--- src/rtl/rtc_serial_decoder.sv ---
module rtc_serial_decoder #(
  parameter int SLOT_CLKS = 4,
  parameter int LPLL_W    = 14,
  parameter int RSV_A_W   = 2,
  parameter int FSC_W     = 22,
  parameter int RSV_B_W   = 3
) (
  input  logic             clk,
  input  logic             rst,
  input  logic             rtc_i,
  input  logic             en_master,
  input  logic             en_phase,
  input  logic [1:0]       phase_mode,
  input  logic             en_field,
  input  logic             en_oddeven,
  input  logic             en_colour,
  input  logic             pal_mode,
  input  logic             reg_field_60hz,
  input  logic             int_odd_even,
  output logic [FSC_W-1:0] fsc_inc_o,
  output logic             fsc_ext_o,
  output logic             phase_rst_o,
  output logic             field_60hz_o,
  output logic             odd_even_o,
  output logic             invert_ry_o
);
  localparam int FRAME_SLOTS = 1 + LPLL_W + RSV_A_W + FSC_W + RSV_B_W + 6;
  localparam int SLOT_W      = $clog2(FRAME_SLOTS);
  localparam int PH_W        = $clog2(SLOT_CLKS);
  localparam int SAMPLE_PH   = (SLOT_CLKS - 1) / 2;
  localparam int LAST_PH     = SLOT_CLKS - 1;
  localparam int B_COL       = 1;
  localparam int B_OE        = 2;
  localparam int B_FF        = 3;
  localparam int B_PRST      = 4;
  localparam int B_SEQ       = 5;
  localparam int FSC_LSB     = 6 + RSV_B_W;

  logic                   rtc_d, busy, valid_q;
  logic [PH_W-1:0]        ph;
  logic [SLOT_W-1:0]      slot;
  logic [FRAME_SLOTS-1:0] shreg;
  logic [FSC_W-1:0]       fsc_q;
  logic                   seq_q, ff_q, oe_q, col_q, prst_q;
  logic                   start, done, ovr;

  assign start = !busy && rtc_d && !rtc_i;
  assign done  = busy && (slot == SLOT_W'(FRAME_SLOTS - 1)) && (ph == PH_W'(LAST_PH));

  always_ff @(posedge clk) begin
    if (rst) begin
      rtc_d   <= 1'b0;
      busy    <= 1'b0;
      ph      <= '0;
      slot    <= '0;
      shreg   <= '0;
      fsc_q   <= '0;
      seq_q   <= 1'b0;
      ff_q    <= 1'b0;
      oe_q    <= 1'b0;
      col_q   <= 1'b0;
      valid_q <= 1'b0;
      prst_q  <= 1'b0;
    end else begin
      rtc_d  <= rtc_i;
      prst_q <= 1'b0;
      if (start) begin
        busy <= 1'b1;
        ph   <= PH_W'(1);
        slot <= '0;
      end else if (busy) begin
        if (ph == PH_W'(SAMPLE_PH))
          shreg <= {shreg[FRAME_SLOTS-2:0], rtc_i};
        if (ph == PH_W'(LAST_PH)) begin
          ph   <= '0;
          slot <= slot + 1'b1;
        end else begin
          ph <= ph + 1'b1;
        end
        if (done) begin
          busy    <= 1'b0;
          valid_q <= 1'b1;
          fsc_q   <= shreg[FSC_LSB +: FSC_W];
          seq_q   <= shreg[B_SEQ];
          ff_q    <= shreg[B_FF];
          oe_q    <= shreg[B_OE];
          col_q   <= shreg[B_COL];
          prst_q  <= shreg[B_PRST] && en_master && en_phase && (phase_mode == 2'b00);
        end
      end
    end
  end

  assign ovr          = en_master && valid_q;
  assign fsc_inc_o    = fsc_q;
  assign fsc_ext_o    = ovr && (!en_colour || col_q);
  assign phase_rst_o  = prst_q;
  assign field_60hz_o = (ovr && en_field)   ? ff_q : reg_field_60hz;
  assign odd_even_o   = (ovr && en_oddeven) ? oe_q : int_odd_even;
  assign invert_ry_o  = pal_mode && seq_q;
endmodule


--- config.mk ---
export PLATFORM = sky130hd
export DESIGN_NAME = rtc_serial_decoder
export DESIGN_NICKNAME = d
export VERILOG_FILES = /design/src/rtl/rtc_serial_decoder.sv
export SDC_FILE = /design/constraint.sdc
export NUM_CORES = 1
export LEC_CHECK = 0
export ABC_AREA = 1
export BUFFER_PORTS_ARGS = -buffer_cell sky130_fd_sc_hd__buf_2
export CAP_MARGIN = 20
export CORE_MARGIN = 2
export CORE_UTILIZATION = 50
export CTS_CLUSTER_DIAMETER = 50
export DETAILED_ROUTE_END_ITERATION = 12
export GPL_ROUTABILITY_DRIVEN = 1
export PLACE_DENSITY_LB_ADDON = 0.2
export REMOVE_ABC_BUFFERS = 1
export SLEW_MARGIN = 25
export SYNTH_ARGS = -nofsm -noshare
export SYNTH_HDL_FRONTEND = slang
export SYNTH_SLANG_ARGS = --single-unit
export TNS_END_PERCENT = 20
--- constraint.sdc ---
create_clock -name clk -period 1.2 [get_ports clk]
set_input_delay 0.18 -clock clk [delete_from_list [all_inputs] [get_ports clk]]
set_output_delay 0.18 -clock clk [all_outputs]
set_load 0.01 [all_outputs]
==> results list, run 1 <==
- By area, the combinational part of the netlist is dominated by simple AND/OR/NAND/NOR gates.
- Across the run, the number of max-cap violations was 0.
- Endpoint of the worst register-to-register path: seq_q
- Number of I/O port buffers: 39
- Routed metal-1 wirelength: roughly 2800 microns
- Of the cells placed in the final design, the portion with a size suffix greater than 1 is about 33%.
- Area growth from synthesis to layout: 34.7%
- Destination of the worst hold path: phase_rst_o
* Total number of H-tree levels: 3
* Maximum clock insertion buffer count: 2
- Entering global routing, the biggest net connects 31 pins.
- Final critical-path setup slack: -85.3 ps
- Count of vias placed by the detailed router: between 2000 and 2500
- Global-route congestion overflow total: 0
- Die Width: about 76 microns
- In this run the worst path has a maximum fanout of 6.
- Yosys top cell by area: sky130_fd_sc_hd__dfxtp_1
* Via count of the first global-routing pass: around 2100
- The worst hold path belongs to the class in2reg.
* Synth Instances: 326
- Along the worst hold path, the cell count comes to 4.
- Clock latency on the worst-skew pair, taken at its later pin, is approximately 350 ps.
* Relative max-transition margin: 77.1%
* Count of yosys warnings during synthesis: 0
* Placed Instances: approximately 440
* Length of the first detailed-routing pass in iterations: 4
* Total power: ~4.7 mW
- Worst setup EP type: flip-flop
* Mapped cell area: 2610 sq um
- Summing the areas of all fa, ha and maj instances in the mapped netlist gives between 1 and 1.5% of the synthesized area.
- Data arrives at the worst endpoint at ~1600 ps.
- The detail route stage leaves a number of antenna-violating nets equal to 0.
- Hold path startpoint: phase_mode[0]
- The synthesized netlist devotes ~18% of its cell area to compound gates.
- Worst R2R Path Depth: 7
- CP cell instances: ha_4 -> nand2_4 -> nor2_4 -> buf_6 -> buf_6 -> nand3_1 -> a21oi_1
- TritonCTS built the clock tree.
* Total of flip-flops plus latches after synthesis: 69
- Floorplan Core Area: 5070 sq um
- After clock tree synthesis, the clock-pin slew on the worst setup and hold paths is around 70 ps.
- Number of hold-repair buffers added at the cts stage: 0
- After the flow finishes, the layout carries non-filler instances totaling roughly 460.
- Static timing analysis puts the maximum clock frequency at about 0.78 GHz.
- In this run the core area contains 26 standard-cell rows.
* Highest metal layer with signal wires: met4
- Setup repair after global routing could not meet its margin everywhere.
- Static Leakage: approximately 1.4 nW
* Top cells by area, synth: sky130_fd_sc_hd__dfxtp_1 (53%), sky130_fd_sc_hd__a21oi_1 (11%), sky130_fd_sc_hd__nand2_1 (6.8%), sky130_fd_sc_hd__o21ai_0 (6.5%), sky130_fd_sc_hd__nand3_1 (6.0%)
- Final WL: slightly above 6000 microns
* Skew final: approximately 6.6 ps
- The final hold violation count was 0.
* Worst setup path class: reg2reg
* Final setup violation count: 32
- Detailed routing placed a total of between 2000 and 3000 microns of wire on met2.
- The flow ran to the end, but the final reports show violations.
- After filler insertion, the fill cell instance count of the layout stands at around 430.
- Nets@finish: between 400 and 500
- The initial utilization of the core area, before any placement, comes to 51.4%.
- Via-per-instance ratio: between 4 and 5
- The clock drives between 60 and 70 sinks.
* Post-DP Area: approximately 3000 sq um
* Design area: 3510 sq um
- The worst register-to-register path begins at slot[1].
* Slowest cell on the critical path: sky130_fd_sc_hd__dfxtp_2
* GRT Resource Usage Total: between 15 and 20%
- N_diodes: 0
- The portion of synthesized area spent on multiplexers is 0%.
- Crit-path max cell delay: between 300 and 400 ps
- In this run the power density over the cells is 1330 nW/um^2.
- In this run, distinct cell masters in the synthesized netlist total 21.
- Pin placement for this block handled 40 I/O pins.
- Fraction of synthesized cell area in xor and xnor cells: less than 1%
* Mean post-synth cell area: roughly 8.0 sq um
* Crit path launch type: flip-flop
* Required time of the critical path: around 1500 ps
* Flop-to-flop setup slack: -90 ps
- Height of the die: 76.2 microns
* Maximum resistive drop on vdd: 0.00123 V
- OpenSTA, run right after detailed placement, puts the worst setup slack at -98.2 ps.
* Final cycle utilization of the critical path: 107%
- Wire length on met3: between 200 and 250 microns
- Slew at the pin closest to its max-slew limit: 343 ps
- The number of antenna violations at the first check in global routing came to 0.
* Final max-slew violation count: 0
- The smallest clock period supported by the final layout is computed as 1290 ps.
- Global-route wire length before repair: 9300 microns
- Failing checks: setup timing
- The congestion estimate from routability-driven global placement came to roughly 0.74.
* Share of the synthesized area in the top cell type: a little over half
- Sequential elements use 53.0% of the synthesized area.
- Number of remaining DRC errors: 0
- The die covers 5810 sq um.
- Clock tree synthesis selected as its root buffer the cell sky130_fd_sc_hd__clkbuf_8.
- Detailed placement finished with a half-perimeter wire length of 3380 microns.
- The detailed router finished its first iteration with 217 violations.
- Among the stages of the critical path, the cell type that occurs most often is sky130_fd_sc_hd__buf_6.
- Dividing the detail-routed wire length by the instance count gives about 13 microns.
* Share of synthesized cell area in and, or, nand and nor gates: between 10% and 20%
* Cts bufs inserted: 9
layout make-up:
cell class	count	area [sq um]	area share, %
clock buffer	12	155	4.42
clock inverter	4	70.1	1.99
inverter	31	116	3.31
multi-input combinational	207	1160	33.0
sequential	69	1400	39.7
tap	70	87.6	2.49
timing repair buffer	70	527	15.0
per-stage QoR:
step | TNS (ps) | hold WS [ps] | utilization (%)
detailed placement | -2900 | 449 | 58.9
floorplan | -30300 | 249 | -
finish | -1790 | 92.2 | 69.2
global placement | -1260 | 443 | 58.9
global route | -4930 | 110 | 69.2
CTS | -895 | 97.9 | 64.2
logic make-up after synthesis:
group           count (synthesis)
flops                          69
buf+inv                        50
compound gates                 92
fa+ha+maj                       3
xor+xnor                        1
simple gates                  111
routing by layer:
| metal | vias up | global-route usage, % |
|---|---|---|
| li1 | 1198 | - |
| met1 | 1059 | 24.6 |
| met2 | 42 | 32.0 |
| met3 | 12 | 4.03 |
| met4 | 0 | 10.9 |
| met5 | - | 0 |
placed cells by master, fill, tap and decap left out, types with 3 or more instances in the layout:
cell,instances
sky130_fd_sc_hd__nand3_1,28
sky130_fd_sc_hd__nand2_1,37
sky130_fd_sc_hd__buf_4,19
sky130_fd_sc_hd__nand2_2,8
sky130_fd_sc_hd__dfxtp_4,3
sky130_fd_sc_hd__clkbuf_8,11
sky130_fd_sc_hd__o21ai_1,4
sky130_fd_sc_hd__inv_1,29
sky130_fd_sc_hd__nand2_4,4
sky130_fd_sc_hd__nand3_2,3
sky130_fd_sc_hd__dfxtp_2,3
sky130_fd_sc_hd__o21ai_2,10
sky130_fd_sc_hd__buf_12,3
sky130_fd_sc_hd__buf_6,7
sky130_fd_sc_hd__buf_2,39
sky130_fd_sc_hd__o21ai_0,20
sky130_fd_sc_hd__nor2_1,21
sky130_fd_sc_hd__dfxtp_1,63
sky130_fd_sc_hd__a21oi_1,53
sky130_fd_sc_hd__a21oi_2,5
registers in the layout, summed over array words and instances (netlist names):
register / cells
busy: 1
col_q: 1
ff_q: 1
fsc_inc_o: 22
oe_q: 1
ph: 2
phase_rst_o: 1
rtc_d: 1
seq_q: 1
shreg: 31
slot: 6
valid_q: 1
Yosys cell counts, drive strengths merged:
cell    number
buf          9
ha           3
o21ai       34
inv         31
clkbuf      10
nand4        2
dfxtp       69
xor2         1
nand2       49
a21oi       58
nand3       31
or2          1
nor2        25
nand3b       1
nor3         2
worst max-delay path, delay by kind of cell, from the launching register on:
family,cells,cell delay [ps]
and+or+nand+nor,3,290
adders and majority gates,1,150
DFF,1,360
AOI/OAI and AO/OA,1,130
buffers and inverters,2,270
power breakdown:
group / internal (mW) / switching [mW]
Clock: 1.28 / 0.858
Sequential: 2.32 / 0.0250
Combinational: 0.0822 / 0.114
Total: 3.68 / 0.997
worst max path at each step:
stage                                to     from  slack [ps]  cells after the start
final                             seq_q  slot[1]         -90                      7
after CTS                 fsc_inc_o[12]    ph[1]         -40                      7
after detailed placement       shreg[2]    ph[1]        -100                      7
after global routing      fsc_inc_o[13]  slot[1]        -150                      7
after global placement          slot[5]    ph[0]         -50                      7
after floorplan                shreg[0]    ph[1]        -630                      6
repair_timing:
item / CTS / global route
resized for setup: 23 / 48
gates cloned: 0 / 3
endpoints found under the setup margin: 52 / 59
pin swaps: 0 / 28
hold endpoints to repair: 0 / 0
buffers inserted: 0 / 6
(Power assumes the default switching activity.)
==> inputs of run 2 (changes only) <==
- ABC_AREA: 1 -> default
- CORE_UTILIZATION: 50 -> 55
- RECOVER_POWER: default -> 50
- clock period: 1.2 -> 1.45 ns (I/O delays scaled with it)
==> run 2 against run 1 <==
Compared with the run above: the flow now finishes without violations; global-route usage shrank 1.1 points; cell count down 5.6%; die area fell by 1.4%; core utilization decreased by 1.6 points; combinational power shrank 34%; critical path depth fell by 4; register-to-register slack improved by 140 ps; hold slack worse by 55 ps; routed wire length fell by 16%; setup slack improved by 120 ps; sequential share of layout area is 0.93 points higher; sequential power shrank 18%; critical endpoint is now odd_even_o; largest cell class unchanged; largest power group unchanged; highest routed layer unchanged.
==> results list, run 2 <==
- Global-route congestion overflow total: 0 (unchanged)
- The antenna diode instance count came to 0 (unchanged).
- The post-synthesis instance area came to 2830 sq um (+8.3%).
* Sinks on the clock net: 69 (unchanged)
* Full die area: 5730 sq um (-1.4%)
- STA classifies the critical path endpoint as an output pin.
- The number of buffers and inverters on the critical path came to 1 (-1).
- Yosys top cell by area: sky130_fd_sc_hd__dfxtp_1
- The fraction of final layout cells sized beyond drive strength 1 came to 16.9% (-16 points).
- Number of unique standard cell types used by synthesis: 30 (+43%)
* Via-per-instance ratio: 4.95 (-0.84%)
- Area growth from synthesis to layout: 20.6%
- The worst hold path depth came to 2 (-2).
- The cell area reported after detailed placement was 3150 sq um (+5.4%).
- Crit path time final: around 1400 ps
- Placer congestion estimate: 0.758 (+2.2%)
- Total number of H-tree levels: 3 (unchanged)
* Maximum resistive drop on vdd: 0.000819 V (-33%)
* Final cycle utilization of the critical path: between 90% and 100%
* Crit path launch type: flip-flop
- Max FFs per register: 31 (unchanged)
- Maximum clock insertion buffer count: 2 (unchanged)
* Destination of the worst hold path: phase_rst_o
* Via count of the first global-routing pass: 1816 (-13%)
- The area inside the core boundary was 5040 sq um (-0.64%).
* Biggest register: shreg
- The slowest stage of the critical path is the sky130_fd_sc_hd__dfxtp_2 cell.
* Most instantiated library cell after synthesis: sky130_fd_sc_hd__dfxtp_1
* Design area: 3410 sq um (-3.0%)
- The max-capacitance violation count was 0 (unchanged).
- The routed via count came to 2163 (-6.4%).
- The cell family contributing the most delay on the critical path is flip-flops.
- The number of remaining DRC errors was 0 (unchanged).
* Static Leakage: 1.16 nW (-20%)
- Worst-case setup slack after placement: 23.3 ps (+122 ps)
* Die Width: 75.7 microns (-0.72%)
- The cell sitting at the root of the clock tree is a sky130_fd_sc_hd__clkbuf_8.
- The number of DRC markers after the initial detailed-route iteration came to 142 (-35%).
- The clock insertion delay at the later pin of the skew report is 350 ps (about the same).
- The critical path goes through nand3_2 -> mux2_2 -> buf_2.
* Tightest Hold Check Type: in2reg
* Skew final: 5.57 ps (-0.997 ps)
- Effective utilization at floorplan: 56.0% (+4.6 points)
- Most common library cell in the layout ignoring fill and taps: sky130_fd_sc_hd__nand2_1
- GRT Resource Usage Total: 18.6% (-1.1 points)
* Worst setup path class: reg2out
- Cts bufs inserted: 9 (unchanged)
- Slew at the pin closest to its max-slew limit: 815 ps (+472 ps)
- In the layout the commonest cells are sky130_fd_sc_hd__nand2_1 (68), sky130_fd_sc_hd__dfxtp_1 (65), sky130_fd_sc_hd__nand2b_1 (53), sky130_fd_sc_hd__a21oi_1 (38), sky130_fd_sc_hd__clkbuf_1 (27).
* Non-filler instance count after layout: 437 (-5.6%)
- Highest attainable clock frequency: 0.708 GHz
- Relative max-transition margin: 45.7% (-31 points)
- The average detailed-routed wire length per instance is 11.7 microns (-11%).
* Top cells by area, synth: sky130_fd_sc_hd__dfxtp_1 (49%), sky130_fd_sc_hd__nand2b_1 (12%), sky130_fd_sc_hd__mux2i_1 (9.2%), sky130_fd_sc_hd__nand2_1 (9.0%), sky130_fd_sc_hd__a21oi_1 (6.7%)
- In this run the critical register-to-register path is launched from slot[1].
* Mean post-synth cell area: 9.00 sq um (+12%)
- The yosys synthesis warning count is 0 (unchanged).
- Final critical-path setup slack: 38.2 ps (+124 ps)
* Flop-to-flop setup slack: 50 ps (+140 ps)
* Height of the die: 75.7 microns (-0.72%)
* HPWL reported at the end of detailed placement: 3190 microns (-5.6%)
- In this run the most critical hold path is launched from phase_mode[0].
- The portion of synthesized cell area occupied by the leading cell type came to 48.9% (-4.1 points).
* WP data arrival: 1190 ps (-380 ps)
* Post-synth ARST share: 0% (unchanged)
- Sequential cell area fraction in the yosys report: 48.9% (-4.1 points)
* ANT nets after route: 0 (unchanged)
* Hold Fails Final Rpt: 0 (unchanged)
- The final number of setup-violating endpoints was 0 (-100%).
- The clock transition at the registers of the reported paths came to 60 ps (about the same).
- Initial antenna violation count: 0 (unchanged)
- In the synthesized netlist the dominant register cell turns out to be sky130_fd_sc_hd__dfxtp_1.
- The number of top-level pins was 40 (unchanged).
- The worst reg-to-reg path cell count is 5 (-2).
- The iteration count of the initial detailed-routing pass is 4 (unchanged).
* Run status: finished clean
- Required time of the critical path: 1230 ps (-250 ps)
- The number of core rows was 26 (unchanged).
* CTS tree: yes
- The peak per-stage delay on the critical path came to 340 ps (-20 ps).
* Total of flip-flops plus latches after synthesis: 69 (unchanged)
- Endpoint of the worst register-to-register path: fsc_inc_o[6]
- The sum of routed wire length over all layers is 5100 microns (-16%).
- Total power density per cell area: 1010 nW/um^2 (-24%)
- Largest net degree at the start of global routing: 63 (+100%)
- By count the netlist is led by sky130_fd_sc_hd__dfxtp_1 (69), sky130_fd_sc_hd__nand2_1 (68), sky130_fd_sc_hd__nand2b_1 (53).
- The number of enable flip-flop cells after synthesis came to 0 (unchanged).
- Placed Instances: 417 (-4.8%)
- The final layout net count came to 379 (-6.2%).
- Worst slack on hold paths: 37.0 ps (-55.3 ps)
- The largest fanout on the critical path is 4 (-2).
* Synth Instances: 314 (-3.7%)
- Number of I/O port buffers: 39 (unchanged)
- The first-pass GRT wire length came to 7870 microns (-15%).
- The final count of pins violating max slew is 0 (unchanged).
- Setup repair after global routing missed its margin: yes
[run 2: cell families after synthesis]
group	Yosys count	synth area share, %
buffers and inverters	23	3.94
DFF	69	48.9
muxes	28	10.0
and+or+nand+nor	144	26.9
xor gates and xnor gates	2	0.620
adders and majority gates	3	1.33
AOI/OAI and AO/OA	45	8.33
[run 2: cell type report]
cell class / count / area [sq um]
Inverter: 3 / 11.3
Sequential cell: 69 / 1390
Tap cell: 70 / 87.6
Clock inverter: 1 / 5.00
Fill cell: 444 / 1630
Multi-Input combinational cell: 222 / 1370
Clock buffer: 14 / 173
Timing Repair Buffer: 58 / 380
[run 2: worst max path at each step]
| stage | from | to | slack [ps] | depth (start not counted) |
|---|---|---|---|---|
| floorplan | busy | shreg[0] | -220 | 3 |
| global placement | ph[1] | fsc_inc_o[11] | 80 | 5 |
| detailed placement | ph[1] | fsc_inc_o[19] | 20 | 5 |
| CTS | valid_q | field_60hz_o | 0.3 | 3 |
| global route | slot[1] | fsc_inc_o[15] | -30 | 5 |
| finish | valid_q | odd_even_o | 40 | 3 |
[run 2: repair_timing]
item                                    CTS  global route
hold buffers                              0             0
gates resized for setup                   0            12
buffers inserted                          0             3
endpoints found under the setup margin    0            26
[run 2: report_power, final]
group	switching [mW]	internal, mW
clock	0.660	0.750
sequential	0.00516	1.90
combinational	0.0681	0.0605
[run 2: per-stage QoR]
step	util [%]	setup TNS, ps	total power, mW
floorplan	-	-9160	2.00
global placement	62.5	0	2.08
detailed placement	62.5	0	2.08
CTS	66.0	0	3.48
global route	67.6	-152	3.56
finish	67.6	0	3.45
[run 2: metal layers]
| metal | wire length [microns] | global-route usage [%] |
|---|---|---|
| met5 | 0 | 0 |
| met4 | 66 | 9.36 |
| met3 | 183 | 6.35 |
| met2 | 2450 | 29.0 |
| met1 | 2390 | 23.1 |
